### src/rtl/spi_hold_pkg.sv
package spi_hold_pkg;

  typedef enum logic {
    PIN_IS_RESET = 1'b0,
    PIN_IS_HOLD  = 1'b1
  } pin_func_e;

  // positions inside the synchronised pin vector
  localparam int SV_SDI  = 0;
  localparam int SV_SCK  = 1;
  localparam int SV_PIN  = 2;
  localparam int SV_CS   = 3;
  localparam int SV_W    = 4;

  // idle levels loaded into the synchroniser on reset: cs high, pin high
  localparam logic [SV_W-1:0] SV_IDLE = 4'b1100;

endpackage

### src/rtl/shg_sync.sv
module shg_sync #(
  parameter int              W       = 4,
  parameter int              STAGES  = 2,
  parameter logic [W-1:0]    RST_VAL = '0
) (
  input  logic         clk,
  input  logic         rst,
  input  logic [W-1:0] d,
  output logic [W-1:0] q
);

  logic [W-1:0] stg [STAGES];

  for (genvar g = 0; g < STAGES; g++) begin : g_stage
    if (g == 0) begin : g_first
      always_ff @(posedge clk) begin
        if (rst) stg[g] <= RST_VAL;
        else     stg[g] <= d;
      end
    end else begin : g_rest
      always_ff @(posedge clk) begin
        if (rst) stg[g] <= RST_VAL;
        else     stg[g] <= stg[g-1];
      end
    end
  end

  assign q = stg[STAGES-1];

endmodule

### src/rtl/shg_pin_mode.sv
module shg_pin_mode
  import spi_hold_pkg::*;
(
  input  logic clk,
  input  logic rst,
  input  logic en_hold,
  output logic mode_hold
);

  pin_func_e func_q;

  always_ff @(posedge clk) begin
    if (rst)          func_q <= PIN_IS_RESET;
    else if (en_hold) func_q <= PIN_IS_HOLD;
  end

  assign mode_hold = (func_q == PIN_IS_HOLD);

endmodule

### src/rtl/shg_hold_fsm.sv
module shg_hold_fsm (
  input  logic clk,
  input  logic rst,
  input  logic cs_s,
  input  logic sck_s,
  input  logic pin_s,
  input  logic mode_hold,
  output logic clr,
  output logic hold_q,
  output logic so_oe,
  output logic reset_req
);

  logic hold_nxt;

  assign clr = ~mode_hold & ~pin_s;

  always_comb begin
    hold_nxt = hold_q;
    if (cs_s || !mode_hold) hold_nxt = 1'b0;
    else if (!sck_s)        hold_nxt = ~pin_s;
  end

  always_ff @(posedge clk) begin
    if (rst) begin
      hold_q    <= 1'b0;
      so_oe     <= 1'b0;
      reset_req <= 1'b0;
    end else begin
      hold_q    <= hold_nxt;
      so_oe     <= ~cs_s & ~hold_nxt & ~clr;
      reset_req <= clr;
    end
  end

endmodule

### src/rtl/shg_shifter.sv
module shg_shifter #(
  parameter int DW = 8,
  localparam int CW = (DW > 1) ? $clog2(DW) : 1
) (
  input  logic          clk,
  input  logic          rst,
  input  logic          cs_s,
  input  logic          sck_s,
  input  logic          sdi_s,
  input  logic          hold_q,
  input  logic          clr,
  output logic          shift_en,
  output logic [CW-1:0] bit_pos,
  output logic [DW-1:0] rx_data,
  output logic          rx_strobe
);

  localparam logic [CW-1:0] LAST = CW'(DW - 1);

  logic          sck_prev;
  logic          qual;
  logic [DW-1:0] sr, sr_nxt;

  assign qual   = sck_s & ~sck_prev & ~cs_s & ~hold_q & ~clr;
  assign sr_nxt = {sr[DW-2:0], sdi_s};

  always_ff @(posedge clk) begin
    if (rst) begin
      sck_prev  <= 1'b0;
      shift_en  <= 1'b0;
      bit_pos   <= '0;
      sr        <= '0;
      rx_data   <= '0;
      rx_strobe <= 1'b0;
    end else begin
      sck_prev  <= sck_s;
      shift_en  <= qual;
      rx_strobe <= 1'b0;
      if (cs_s || clr) begin
        bit_pos <= '0;
      end else if (qual) begin
        sr <= sr_nxt;
        if (bit_pos == LAST) begin
          bit_pos   <= '0;
          rx_data   <= sr_nxt;
          rx_strobe <= 1'b1;
        end else begin
          bit_pos <= bit_pos + 1'b1;
        end
      end
    end
  end

endmodule

### src/rtl/spi_hold_guard.sv
module spi_hold_guard
  import spi_hold_pkg::*;
#(
  parameter int DW          = 8,
  parameter int SYNC_STAGES = 2,
  localparam int CW = (DW > 1) ? $clog2(DW) : 1
) (
  input  logic          clk,
  input  logic          rst,
  input  logic          cs_n,
  input  logic          sck,
  input  logic          sdi,
  input  logic          hold_rst_n,
  input  logic          en_hold,
  output logic          hold_active,
  output logic          shift_en,
  output logic          so_oe,
  output logic          reset_req,
  output logic [CW-1:0] bit_pos,
  output logic [DW-1:0] rx_data,
  output logic          rx_strobe
);

  logic [SV_W-1:0] raw_v, syn_v;
  logic            mode_hold, clr, hold_q;

  always_comb begin
    raw_v         = '0;
    raw_v[SV_CS]  = cs_n;
    raw_v[SV_PIN] = hold_rst_n;
    raw_v[SV_SCK] = sck;
    raw_v[SV_SDI] = sdi;
  end

  shg_sync #(.W(SV_W), .STAGES(SYNC_STAGES), .RST_VAL(SV_IDLE)) u_sync (
    .clk(clk), .rst(rst), .d(raw_v), .q(syn_v)
  );

  shg_pin_mode u_mode (
    .clk(clk), .rst(rst), .en_hold(en_hold), .mode_hold(mode_hold)
  );

  shg_hold_fsm u_hold (
    .clk(clk), .rst(rst),
    .cs_s(syn_v[SV_CS]), .sck_s(syn_v[SV_SCK]), .pin_s(syn_v[SV_PIN]),
    .mode_hold(mode_hold), .clr(clr), .hold_q(hold_q),
    .so_oe(so_oe), .reset_req(reset_req)
  );

  shg_shifter #(.DW(DW)) u_shift (
    .clk(clk), .rst(rst),
    .cs_s(syn_v[SV_CS]), .sck_s(syn_v[SV_SCK]), .sdi_s(syn_v[SV_SDI]),
    .hold_q(hold_q), .clr(clr),
    .shift_en(shift_en), .bit_pos(bit_pos),
    .rx_data(rx_data), .rx_strobe(rx_strobe)
  );

  assign hold_active = hold_q;

endmodule

### config.mk
export PLATFORM = sky130hd
export DESIGN_NAME = spi_hold_guard
export DESIGN_NICKNAME = d
export VERILOG_FILES = /design/src/rtl/spi_hold_pkg.sv /design/src/rtl/shg_sync.sv /design/src/rtl/shg_pin_mode.sv /design/src/rtl/shg_hold_fsm.sv /design/src/rtl/shg_shifter.sv /design/src/rtl/spi_hold_guard.sv
export SDC_FILE = /design/constraint.sdc
export NUM_CORES = 1
export LEC_CHECK = 0
export CORE_MARGIN = 5
export CORE_UTILIZATION = 40
export CTS_CLUSTER_SIZE = 30
export DETAILED_ROUTE_END_ITERATION = 6
export PLACE_DENSITY = 0.69
export SLEW_MARGIN = 5
export SYNTH_ARGS = -nofsm -noshare
export SYNTH_HDL_FRONTEND = slang
export SYNTH_HIERARCHICAL = 1
export SYNTH_SLANG_ARGS = --single-unit
### constraint.sdc
create_clock -name clk -period 1.43 [get_ports clk]
set_input_delay 0.286 -clock clk [delete_from_list [all_inputs] [get_ports clk]]
set_output_delay 0.286 -clock clk [all_outputs]
set_load 0.01 [all_outputs]
==> impl_metrics.json, run 1 <==
{
  "status": "finished, final reports clean",
  "cts.sinks": 33,
  "fmax_mhz": 755,
  "synth_area_leaders": "dfxtp_1 (56%), mux2i_1 (13%), nand2b_1 (8.5%)",
  "crit_type": "register to register",
  "hold_viol": 0,
  "drtIter0Drc": 59,
  "regToRegEndpoint": "u_shift/sr[1]",
  "cts.clk_slew.worst_paths_ns": 0.10,
  "areaGrowthSynthToFinish_pct": 32.3,
  "yosys.area.top_type": "dfxtp_1",
  "setup_tns_ns": 0,
  "syn_inst": 104,
  "wl_um": 2080,
  "power.switching_w": 0.000351,
  "gp_congestion": 0.688,
  "drive_gt1_share_pct": 16.4,
  "antenna_found_initial": 0,
  "skew_ns": 0.00554,
  "start_util_pct": 42.2,
  "grt_pass1_wl_um": 3820,
  "worstPathRequired_ns": 1.70,
  "vias": 829,
  "fp.dieH_um": 64.2,
  "crit_end": "u_shift/sr[1]",
  "rsz0062_at_grt": "false",
  "drv_cap": 0,
  "vias_per_cell": 4.85,
  "synth_top_family_by_area": "simple AND/OR/NAND/NOR gates",
  "coreArea_mm2": 0.00278,
  "yosysWarningCount": 6,
  "p_clk_share_pct": 32.9,
  "internal_power_w": 0.00117,
  "period_share_pct": 92.7,
  "ys_seq_elements": 33,
  "endpoint_kind": "register",
  "synth_top_area_share_pct": 56.3,
  "post-route-min-period_ns": 1.33,
  "ant_nets": 0,
  "sequentialPowerShare_pct": 62.0,
  "numPortBuffers": 22,
  "final_util_pct": 55.8,
  "syn-num-nets": 113,
  "syn_area_per_cell_um2": 11.3,
  "synth-xor-area-share_pct": 0.746,
  "wire_per_inst_um": 12.1,
  "layout.nets": 148,
  "die_area_mm2": 0.00412,
  "crit-reg2reg-launch": "u_shift/sck_prev",
  "crit_path_start": "u_shift/sck_prev",
  "cts.path.max_buffers": 2,
  "leakagePower_nw": 0.720,
  "ir_drop_mv": 0.728,
  "final_area_mm2": 0.00155,
  "ys_types": 25,
  "synthAdderAreaFrac_pct": 2.13,
  "grt_max_degree": 24,
  "grt_use_total_pct": 11.8,
  "rows": 19,
  "drv_slew": 0,
  "arrival_ns": 1.60,
  "tritoncts": "built",
  "drt-pass1-iter-count": 4,
  "htree_levels": 2,
  "worst_slew_margin_rel_pct": 82.9,
  "combPwrFrac_pct": 5.1,
  "reg2regPathDepth": 4,
  "syn_area_mm2": 0.00117,
  "die_w_um": 64.2,
  "worstPathMaxFanout": 9,
  "grt_pass1_vias": 840,
  "drc": 0,
  "cts_made_buffers": 5,
  "hold_path.class": "register to register",
  "placed_area_mm2": 0.00151,
  "critPathLaunchType": "register",
  "dpl.hpwl_um": 1490,
  "clock_latency_ns": 0.34,
  "power_density_mw_per_mm2": 979,
  "cts_root_buf": "clkbuf_4",
  "ctsResizeCount": 18,
  "setup_viol": 0,
  "rrSetupSlack_ns": 0.10,
  "cts_hold_buf": 0,
  "synth_compound_area_share_pct": 3.41,
  "cts_setup_buffers": 0,
  "num_io_pins": 23,
  "diodes": 0,
  "synthMuxAreaShare_pct": 12.8,
  "grt_overflow_total": 0,
  "worst_pin_slew_ns": 0.253,
  "swShare_pct": 23.1,
  "ys_seq_area_share_pct": 56.3,
  "synthSimpleGateAreaFrac_pct": 23.2
}
## flip-flops by register name, summed over array words and instances, names as in the netlist
register	flops
u_shift/rx_strobe	1
u_mode/mode_hold	1
u_shift/rx_data	8
u_sync/stg	8
u_shift/sck_prev	1
u_hold/so_oe	1
u_hold/reset_req	1
u_hold/hold_q	1
u_shift/shift_en	1
u_shift/sr	7
u_shift/bit_pos	3
## worst min-delay path by stage
stage	startpoint	to	cells after the start
after floorplan	rst	u_hold/hold_q	1
after global placement	u_sync/stg[0][3]	u_sync/stg[1][3]	1
after detailed placement	u_sync/stg[0][2]	u_sync/stg[1][2]	1
after CTS	u_sync/stg[0][2]	u_sync/stg[1][2]	1
after global routing	u_sync/stg[0][2]	u_sync/stg[1][2]	1
final	u_sync/stg[0][2]	u_sync/stg[1][2]	1
## cell usage in the layout, fill, tap and decap left out, drive strengths merged
cell type and n:
nand2 3, o21ai 2, ha 2, clkinv 2, nor2 3, and3 2
buf 9, and2 1, nor2b 5, dlygate4sd2 16, nor3b 1, dfxtp 33
clkdlybuf4s50 6, inv 1, or3b 1, mux2i 15, nor3 3, a21oi 1
a2111oi 1, xnor2 1, nor4 1, nand2b 16, o21ba 1, nand4 2
or2 5, nand3 1, clkbuf 6
## critical path, stage by stage (launching register included)
cell     delay (ns)
dfxtp_1        0.34
or3b_4         0.42
nor3_4         0.16
buf_12         0.16
mux2i_1        0.19
## stage by stage
stage / hold slack, ns / setup WS (ns) / total power (W) / std cells
after floorplan: 0.355 / 0.0416 / 0.000998 / 104
after global placement: 0.387 / 0.0642 / 0.00104 / 163
after detailed placement: 0.394 / 0.0283 / 0.00104 / 163
after CTS: 0.420 / 0.0905 / 0.00154 / 171
after global routing: 0.425 / 0.0158 / 0.00160 / 171
final: 0.417 / 0.105 / 0.00152 / 171
## power groups by stage
stage                     Clock [W]  Sequential (W)  Combinational, W
after detailed placement          0        0.000964         0.0000792
final                      0.000500        0.000943         0.0000776
after floorplan                   0        0.000963         0.0000344
after global routing       0.000569        0.000946         0.0000847
after global placement            0        0.000963         0.0000777
after CTS                  0.000515        0.000942         0.0000782
## routing by layer
layer  global-route usage, %  up-vias  part of all wire (%)
met2                    16.7       17                    44
li1                        -      422                     -
met3                    6.13        7                   6.4
met1                    14.8      383                    48
met5                       0        -                     0
met4                    5.34        0                   2.1
## cells in the mapped netlist, drive strengths merged
cell type and count:
a2111oi 1, a21oi 1, and2 1, and3 2
buf 1, clkbuf 2, dfxtp 33, ha 2
inv 1, mux2i 15, nand2 3, nand2b 16
nand3 1, nand4 2, nor2 3, nor2b 5
nor3 3, nor3b 1, nor4 1, o21ai 2
o21ba 1, or2 5, or3b 1, xnor2 1
## layout make-up
| type | instances | area [µm²] |
|---|---|---|
| tap | 31 | 38.8 |
| inverter | 1 | 3.75 |
| clock buffer | 6 | 41.3 |
| multi-input combinational | 67 | 502 |
| fill | 253 | 1230 |
| timing repair buffer | 31 | 293 |
| sequential | 33 | 664 |
| clock inverter | 2 | 10.0 |
## logic make-up after synthesis
kind of cell               after synthesis
xor gates and xnor gates                 1
DFF                                     33
AOI/OAI and AO/OA                        5
muxes                                   15
adders and majority gates                2
buffers and inverters                    4
and+or+nand+nor                         44
Power figures use the tool's default switching activity.
==> inputs of run 2 (changes only) <==
Settings changed: CORE_MARGIN 5 to unset.
==> run 2 against run 1 <==
  * Via count is 0.36% lower
  * Clock skew rose by 0.0024 ns
  * Non-clock buffer count unchanged
  * Critical endpoint is now u_shift/sr[6]
  * Highest routed layer unchanged
==> impl_metrics.json, run 2 (synthesis results as in run 1) <==
{
  "skew_ns": 0.00797,
  "grt_use_total_pct": 15.7,
  "status": "finished, final reports clean",
  "vias_per_cell": 4.83,
  "whs_path_depth": 1,
  "coreArea_mm2": 0.00276,
  "cts_setup_buffers": 0,
  "worst_slew_margin_rel_pct": 82.1,
  "reg2regPathDepth": 4,
  "rsz0062_at_grt": "true",
  "post-route-min-period_ns": 1.34,
  "final_cells": 171,
  "die_area_mm2": 0.00315,
  "wire_per_inst_um": 11.8,
  "setup_viol": 0,
  "drc": 0,
  "worstPathMaxFanout": 5,
  "layout.nets": 148,
  "final_area_mm2": 0.00157,
  "critPathLaunchType": "register",
  "start_util_pct": 42.6,
  "arrival_ns": 1.59,
  "placed_cells": 163,
  "cts.path.max_buffers": 2,
  "worstPathRequired_ns": 1.69,
  "ant_nets": 0,
  "period_share_pct": 93.6,
  "fmax_mhz": 747,
  "cts_root_buf": "clkbuf_4",
  "grt_pass1_wl_um": 3770,
  "placed_area_mm2": 0.00151,
  "hold_path.class": "register to register",
  "drive_gt1_share_pct": 15.7,
  "regArea_um2": 663,
  "grt_pass1_vias": 877,
  "design_power_total_w": 0.00161,
  "worst_pin_slew_ns": 0.268,
  "clock_latency_ns": 0.33,
  "cts.sinks": 33,
  "cts_made_buffers": 5,
  "gp_congestion": 0.692,
  "rows": 19,
  "drv_slew": 0,
  "fillers": 248,
  "dpl.hpwl_um": 1430,
  "grt_max_degree": 22,
  "leakagePower_nw": 0.731,
  "areaGrowthSynthToFinish_pct": 33.7,
  "endpoint_kind": "register",
  "grt_overflow_total": 0,
  "ir_drop_mv": 0.637,
  "drt-pass1-iter-count": 4,
  "vias": 826,
  "reg_top3": "u_shift/rx_data x8, u_sync/stg x8, u_shift/sr x7",
  "final_common_cell": "dfxtp_1",
  "numPortBuffers": 22,
  "htree_levels": 2,
  "cts_hold_buf": 0,
  "num_io_pins": 23,
  "hold_viol": 0,
  "power_density_mw_per_mm2": 1030,
  "antenna_found_initial": 0,
  "multi_input_area_um2": 497,
  "layout_common_cells": "dfxtp_1 (31), dlygate4sd2_1 (16), nand2b_1 (16), mux2i_1 (15)",
  "setup_tns_ns": 0,
  "diodes": 0,
  "cts.clk_slew.worst_paths_ns": 0.10,
  "drv_cap": 0,
  "crit_type": "register to register",
  "die_w_um": 56.2,
  "tritoncts": "built",
  "wl_um": 2030,
  "drtIter0Drc": 17,
  "fp.dieH_um": 56.2
}
==> run 2: where the power goes <==
part	switching, W	internal [W]	total [W]
Sequential	0.00000850	0.000933	0.000942
Clock	0.000304	0.000285	0.000589
Combinational	0.0000288	0.0000486	0.0000774
==> run 2: what timing repair did <==
action / in CTS / in global routing
setup endpoints to repair: 16 / 1
cloned: 0 / 0
gates resized for setup: 18 / 1
pin swaps: 0 / 0
==> run 2: per-layer routing <==
metal / routed length [µm] / GRT usage (%) / vias up
li1: - / - / 422
met4: 49 / 10.5 / 0
met2: 992 / 26.7 / 17
met1: 907 / 16.9 / 382
met5: 0 / 0 / -
met3: 77 / 4.42 / 5
==> run 2: worst paths after layout <==
path	slack (ns)	from	end
setup / recovery	0.09	u_sync/stg[1][1]	u_shift/sr[6]
setup reg to reg	0.09	u_sync/stg[1][1]	u_shift/sr[6]
hold / removal	0.42	u_sync/stg[0][3]	u_sync/stg[1][3]
hold reg to reg	0.42	u_sync/stg[0][3]	u_sync/stg[1][3]
==> run 2: per-stage QoR <==
stage | setup WS (ns) | hold slack, ns | utilization, %
3_3_place_gp | 0.0457 | 0.386 | 54.9
6_report | 0.0917 | 0.416 | 56.9
2_1_floorplan | 0.0416 | 0.355 | -
4_1_cts | 0.0942 | 0.418 | 56.8
3_5_place_dp | 0.0323 | 0.396 | 54.9
5_1_grt | -0.00929 | 0.438 | 56.9
==> run 2: worst max-delay path, stage by stage, from the launching register on <==
cell and delay [ns]:
dfxtp_1 0.36, or3b_4 0.41, nor3_4 0.16, buf_4 0.18
mux2i_1 0.17
==> run 2: layout make-up <==
class	instances	share of cell area, %
flip-flops and latches	33	42.3
inverters	1	0.239
multi-input cells	67	31.7
clock buffers	7	4.15
clock inverters	1	0.319
well taps	31	2.47
repair buffers	31	18.9
